===== src/rtl/vbr_pkg.sv =====
package vbr_pkg;
  localparam int SEL_W = 2;
  typedef enum logic [SEL_W-1:0] {
    SEL_CTRL = 2'd0,
    SEL_A0   = 2'd1,
    SEL_A1   = 2'd2,
    SEL_A2   = 2'd3
  } vbr_sel_e;
endpackage


===== src/rtl/vbr_ptr.sv =====
module vbr_ptr
  import vbr_pkg::*;
#(
  parameter int ADDR_W = 24,
  parameter int DATA_W = 8,
  parameter int OFF_W  = 3,
  parameter int WID_W  = 4
) (
  input  logic              clk,
  input  logic              rst,
  input  logic              wr_en,
  input  logic [SEL_W-1:0]  wr_sel,
  input  logic [DATA_W-1:0] wr_data,
  input  logic              adv,
  output logic [ADDR_W-1:0] addr,
  output logic [OFF_W-1:0]  off,
  output logic              auto_mode,
  output logic              addr_chg
);
  localparam int PW      = ADDR_W + OFF_W;
  localparam int LEN_W   = WID_W + 1;
  localparam int A_BYTES = ADDR_W / DATA_W;

  logic [PW-1:0]    pos_q, pos_d;
  logic [LEN_W-1:0] len_q, len_d;
  logic             auto_q, auto_d, chg_q;

  function automatic logic [LEN_W-1:0] dec_len(input logic [WID_W-1:0] code);
    return (code == '0) ? LEN_W'(1 << WID_W) : {1'b0, code};
  endfunction

  // advance from a read is applied first, a register write on top of it
  always_comb begin
    pos_d  = pos_q;
    len_d  = len_q;
    auto_d = auto_q;
    if (adv) pos_d = pos_d + PW'(len_q);
    if (wr_en) begin
      if (wr_sel == SEL_CTRL) begin
        auto_d = wr_data[DATA_W-1];
        len_d  = dec_len(wr_data[WID_W-1:0]);
        if (!wr_data[DATA_W-1]) pos_d = pos_d + PW'(len_d);
      end
      for (int k = 0; k < A_BYTES; k++) begin
        if (wr_sel == SEL_W'(k + 1)) begin
          pos_d[OFF_W + k*DATA_W +: DATA_W] = wr_data;
          if (k == A_BYTES - 1) pos_d[OFF_W-1:0] = '0;
        end
      end
    end
  end

  always_ff @(posedge clk) begin
    if (rst) begin
      pos_q  <= '0;
      len_q  <= LEN_W'(1 << WID_W);
      auto_q <= 1'b0;
      chg_q  <= 1'b0;
    end else begin
      pos_q  <= pos_d;
      len_q  <= len_d;
      auto_q <= auto_d;
      chg_q  <= (pos_d[PW-1:OFF_W] != pos_q[PW-1:OFF_W]);
    end
  end

  assign addr      = pos_q[PW-1:OFF_W];
  assign off       = pos_q[OFF_W-1:0];
  assign auto_mode = auto_q;
  assign addr_chg  = chg_q;
endmodule


===== src/rtl/vbr_fetch.sv =====
module vbr_fetch #(
  parameter int ADDR_W = 24,
  parameter int DATA_W = 8,
  parameter int NBYTES = 3
) (
  input  logic                     clk,
  input  logic                     rst,
  input  logic [ADDR_W-1:0]        base,
  input  logic                     base_chg,
  output logic                     rom_req,
  output logic [ADDR_W-1:0]        rom_addr,
  input  logic                     rom_valid,
  input  logic [DATA_W-1:0]        rom_data,
  output logic [NBYTES*DATA_W-1:0] win_flat,
  output logic                     win_ok
);
  localparam int IDX_W = $clog2(NBYTES);

  logic              req_q, stale_q, full_q;
  logic [ADDR_W-1:0] addr_q;
  logic [IDX_W-1:0]  idx_q;
  logic              take;

  assign take = req_q & rom_valid & ~stale_q & ~base_chg;

  always_ff @(posedge clk) begin
    if (rst) begin
      req_q   <= 1'b1;
      addr_q  <= '0;
      idx_q   <= '0;
      stale_q <= 1'b0;
      full_q  <= 1'b0;
    end else if (base_chg) begin
      full_q <= 1'b0;
      idx_q  <= '0;
      if (req_q && !rom_valid) begin
        stale_q <= 1'b1;                 // let the in-flight byte land first
      end else begin
        stale_q <= 1'b0;
        req_q   <= 1'b1;
        addr_q  <= base;
      end
    end else if (req_q && rom_valid) begin
      if (stale_q) begin
        stale_q <= 1'b0;
        addr_q  <= base;
      end else if (idx_q == IDX_W'(NBYTES - 1)) begin
        req_q  <= 1'b0;
        full_q <= 1'b1;
      end else begin
        idx_q  <= idx_q + 1'b1;
        addr_q <= base + ADDR_W'(idx_q) + ADDR_W'(1);
      end
    end
  end

  for (genvar g = 0; g < NBYTES; g++) begin : g_byte
    logic [DATA_W-1:0] byte_q;
    always_ff @(posedge clk) begin
      if (take && idx_q == IDX_W'(g)) byte_q <= rom_data;
    end
    assign win_flat[g*DATA_W +: DATA_W] = byte_q;
  end

  assign rom_req  = req_q;
  assign rom_addr = addr_q;
  assign win_ok   = full_q & ~base_chg;
endmodule


===== src/rtl/vbr_read_port.sv =====
module vbr_read_port
  import vbr_pkg::*;
#(
  parameter int ADDR_W = 24,
  parameter int DATA_W = 8,
  parameter int OFF_W  = 3,
  parameter int WID_W  = 4
) (
  input  logic              clk,
  input  logic              rst,
  input  logic              wr_en,
  input  logic [1:0]        wr_sel,
  input  logic [7:0]        wr_data,
  input  logic              rd_en,
  input  logic              rd_hi,
  output logic              rd_ack,
  output logic [7:0]        rd_data,
  output logic              rom_req,
  output logic [23:0]       rom_addr,
  input  logic              rom_valid,
  input  logic [7:0]        rom_data
);
  localparam int NBYTES = (2*DATA_W + (1 << OFF_W) - 1 + DATA_W - 1) / DATA_W;
  localparam int WIN_W  = NBYTES * DATA_W;

  logic [ADDR_W-1:0] ptr_addr;
  logic [OFF_W-1:0]  ptr_off;
  logic              auto_mode, addr_chg, adv, win_ok;
  logic [WIN_W-1:0]  win_flat, shifted;
  logic              pend_q, pend_hi_q, ack_q;
  logic [DATA_W-1:0] data_q;
  logic              want, want_hi, serve;

  vbr_ptr #(.ADDR_W(ADDR_W), .DATA_W(DATA_W), .OFF_W(OFF_W), .WID_W(WID_W)) u_ptr (
    .clk(clk), .rst(rst), .wr_en(wr_en), .wr_sel(wr_sel), .wr_data(wr_data),
    .adv(adv), .addr(ptr_addr), .off(ptr_off), .auto_mode(auto_mode),
    .addr_chg(addr_chg)
  );

  vbr_fetch #(.ADDR_W(ADDR_W), .DATA_W(DATA_W), .NBYTES(NBYTES)) u_fetch (
    .clk(clk), .rst(rst), .base(ptr_addr), .base_chg(addr_chg),
    .rom_req(rom_req), .rom_addr(rom_addr), .rom_valid(rom_valid),
    .rom_data(rom_data), .win_flat(win_flat), .win_ok(win_ok)
  );

  assign shifted = win_flat >> ptr_off;
  assign want    = pend_q | rd_en;
  assign want_hi = pend_q ? pend_hi_q : rd_hi;
  assign serve   = want & win_ok;
  assign adv     = serve & want_hi & auto_mode;

  always_ff @(posedge clk) begin
    if (rst) begin
      pend_q    <= 1'b0;
      pend_hi_q <= 1'b0;
      ack_q     <= 1'b0;
      data_q    <= '0;
    end else begin
      ack_q  <= serve;
      pend_q <= want & ~serve;
      if (!pend_q) pend_hi_q <= rd_hi;
      if (serve) data_q <= want_hi ? shifted[DATA_W +: DATA_W] : shifted[0 +: DATA_W];
    end
  end

  assign rd_ack  = ack_q;
  assign rd_data = data_q;
endmodule


===== config.mk =====
export PLATFORM = sky130hd
export DESIGN_NAME = vbr_read_port
export DESIGN_NICKNAME = d
export VERILOG_FILES = /design/src/rtl/vbr_pkg.sv /design/src/rtl/vbr_ptr.sv /design/src/rtl/vbr_fetch.sv /design/src/rtl/vbr_read_port.sv
export SDC_FILE = /design/constraint.sdc
export NUM_CORES = 1
export LEC_CHECK = 0
export BUFFER_PORTS_ARGS = -buffer_cell sky130_fd_sc_hd__buf_2
export CORE_ASPECT_RATIO = 0.5
export CORE_MARGIN = 5
export CORE_UTILIZATION = 23
export CTS_CLUSTER_DIAMETER = 30
export CTS_CLUSTER_SIZE = 30
export DETAILED_ROUTE_END_ITERATION = 8
export PLACE_DENSITY = 0.43
export SLEW_MARGIN = 25
export SYNTH_ARGS = -nofsm -noshare
export SYNTH_HDL_FRONTEND = slang
export SYNTH_SLANG_ARGS = --single-unit

===== constraint.sdc =====
create_clock -name clk -period 4.8 [get_ports clk]
set_clock_uncertainty 0.2 [all_clocks]
set_input_delay 0.24 -clock clk [delete_from_list [all_inputs] [get_ports clk]]
set_output_delay 0.24 -clock clk [all_outputs]
set_load 0.02 [all_outputs]

==> impl_metrics.yaml <==
timing:
  hold_violations: 0
  period_needed_ps: 4570
  finalSetupViolations: 0
  clock.fmax_ghz: 0.219
  max_slew.worst_pin.slew_ps: 907
  slew_headroom: 0.394
  maxSlewViolCount: 0
  rsz0062_at_grt: "no"
  fin_crit_sh: 0.953
  setup_tns_ps: 0
setup_path:
  crit_path_top_delay_cell: "or4_1"
  slowest_delay_ps: 530
  end_kind: "flip-flop"
  cp.arrival_ps: 4630
  worstSetupStartpoint: "u_ptr.pos_q[0]"
  critPathRequiredTime_ps: 4860
  rr_endpoint: "u_ptr.addr_chg"
  r2r_cells: 20
  worst-r2r-setup-slack_ps: 230
  crit_buf_inv: 3
  setup.worst_path.end: "u_ptr.addr_chg"
  start_kind: "flip-flop"
  cp_top_family: "compound AO/OA/AOI/OAI gates"
  path_cells: "ha_2 -> inv_1 -> fa_2 -> nand2b_4 -> a21oi_4 -> xnor2_2 -> o21ai_2 -> ha_2 -> nor2_1 -> o21ai_1 -> o211ai_1 -> buf_4 -> a21oi_4 -> buf_4 -> nand2_1 -> o221ai_1 -> xor2_1 -> nand4_1 -> or4_1 -> o41a_1"
  critPathMaxFanout: 6
  cp_num_cells: 20
  critical_path_class: "flip-flop to flip-flop"
  r2r_start: "u_ptr.pos_q[0]"
pwr:
  cellLeakagePower_uw: 0.00314
  power_density_nw_per_um2: 232
  vdd_drop_max_uv: 140
global_route:
  grt_usage: 0.139
  antenna_found_initial: 0
  grt_pass1_wl_um: 38300
  grt_max_degree: 65
  grt_pass1_vias: 6683
  overflow: 0
clocking:
  cts_sinks: 97
  cts.clk_slew.worst_paths_ps: 90
  numCtsBuffers: 9
  cts_tree: "built"
  clk_latency_ps: 370
  cts_buffer_depth: 2
  ctsRootBufferMaster: "clkbuf_16"
  htreeDepth: 3
die:
  dieWidth_um: 258
  die_area_um2: 34500
  die_h_um: 134
  initial_utilization: 0.233
  boundaryPins: 58
  std_cell_rows: 45
  core_area_um2: 30300
placement:
  gp_congestion: 0.906
  io_buffers: 57
  placed_cells: 1317
  dp_hpwl_um: 18600
finish:
  num-nets-final: 985
  drive_above_1_share: 0.224
  synthToLayoutAreaGrowth_pct: 22.1
  diodes: 0
  instances_no_fill: 1347
yosys:
  synthFlopType: "dfxtp_1"
  ys_seq_area_frac: 0.308
  synthesis.area_um2: 7060
  async_flop_share: 0
  ys.warnings.count: 0
  ys_top_cells_by_area: "dfxtp_1, edfxtp_1, nor2_1, xnor2_1, nand2_1"
  syn_avg_cell_area_um2: 8.19
  synth-seq-cells: 97
  yosysTopAreaCellShare: 0.210
  synthTopCellsByCount: "nor2_1, nand2_1, dfxtp_1"
  synth_cells: 862
  yosysUniqueCellTypes: 86
  yosys.area.top_type: "dfxtp_1"
  yosysMostFrequentCell: "nor2_1"
  synth-edff-count: 23
  synthesis.nets: 904
detailed_routing:
  dr.pass1.iters: 5
  vias_per_cell: 5.05
  drc: 0
  wl_per_cell_um: 18.2
  route.final.wire_length_um: 24500
  vias: 6802
  ant_nets: 0
  drtIter0Drc: 396
hold_path:
  hold_class: "input port to flip-flop"
flow_run:
  drv_cap: 0
run_status:
  status: "completed"
-- sequential cells by signal (all words and copies together) (netlist names) --
name and count:
u_fetch.g_byte.byte_q 23, pend_hi_q 1, u_fetch.full_q 1, u_ptr.pos_q 27
u_fetch.stale_q 1, u_ptr.addr_chg 1, pend_q 1, u_fetch.idx_q 2
u_ptr.auto_mode 1, rd_ack 1, rd_data 8, u_fetch.rom_req 1
u_ptr.len_q 5, u_fetch.rom_addr 24
-- worst min-delay path: stages --
cell and delay, ps:
buf_2 170, nand3_1 80, a21oi_1 60
-- routing by layer --
metal / vias up / GRT usage / wire length, um
met5: - / 0 / 0
met4: 0 / 0.0430 / 507
met3: 31 / 0.0267 / 1190
met2: 166 / 0.248 / 12200
met1: 3303 / 0.173 / 10600
li1: 3302 / - / -
-- power breakdown --
group          internal, uW  switching [uW]  total [uW]
logic                   147             230         377
clock network           361             370         731
registers               867            26.3         894
-- metrics by stage --
| step | hold slack, ps | total power (uW) | setup slack, ps | cell area [um2] | utilization |
|---|---|---|---|---|---|
| after global placement | 238 | 1270 | -18.3 | 8070 | 0.266 |
| after global routing | 38.5 | 2100 | 5.66 | 8620 | 0.285 |
| after CTS | 2.19 | 2020 | 10.9 | 8460 | 0.279 |
| after detailed placement | 235 | 1270 | -124 | 8070 | 0.266 |
| after floorplan | 139 | 1140 | 11.2 | 7070 | - |
| final | 35.4 | 2000 | 227 | 8620 | 0.285 |
-- cell type report --
type | instances | area, um2
clock inverters | 7 | 60.1
fillers | 3261 | 21700
multi-input cells | 681 | 4690
well taps | 399 | 499
flip-flops and latches | 97 | 2180
repair buffers | 136 | 903
inverters | 18 | 67.6
clock buffers | 9 | 225
-- cell usage in the layout, fill, tap and decap left out, types with 23 or more instances in the layout --
| cell type | synthesis | routed |
|---|---|---|
| buf_2 | 16 | 57 |
| a21oi_1 | 47 | 43 |
| nand3_1 | 33 | 33 |
| nand2_1 | 82 | 82 |
| nor3_1 | 24 | 24 |
| o21ai_0 | 38 | 33 |
| buf_4 | 1 | 69 |
| nor2_1 | 104 | 104 |
| dfxtp_1 | 74 | 70 |
| edfxtp_1 | 23 | 23 |
| xor2_1 | 27 | 27 |
| a211oi_1 | 33 | 29 |
| xnor2_1 | 42 | 41 |
-- repair_timing --
action,in CTS,in global routing
pin swaps,0,12
hold endpoints to repair,25,0
buffers inserted,0,4
resized for setup,5,31
endpoints found under the setup margin,1,1
hold buffers,10,0
-- kinds of logic after synthesis --
family                   Yosys count  synth area share
AO/OA/AOI/OAI                    214             0.218
XOR/XNOR                          70            0.0879
adder cells (fa/ha/maj)           18            0.0351
buffers and inverters             84            0.0493
flip-flops                        97             0.308
multiplexers                      33            0.0553
AND/OR/NAND/NOR                  346             0.247
-- how the worst min path moves through the flow --
stage | start | to | slack (ps) | depth (start not counted)
floorplan | rom_data[0] | u_fetch.g_byte[0].byte_q[0] | 140 | 0
global placement | rom_data[7] | u_fetch.g_byte[0].byte_q[7] | 240 | 1
detailed placement | rom_data[7] | u_fetch.g_byte[0].byte_q[7] | 230 | 1
CTS | wr_data[2] | u_ptr.len_q[2] | 2 | 3
global route | wr_data[2] | u_ptr.len_q[2] | 40 | 3
finish | wr_data[2] | u_ptr.len_q[2] | 40 | 3
(Power assumes the default switching activity.)
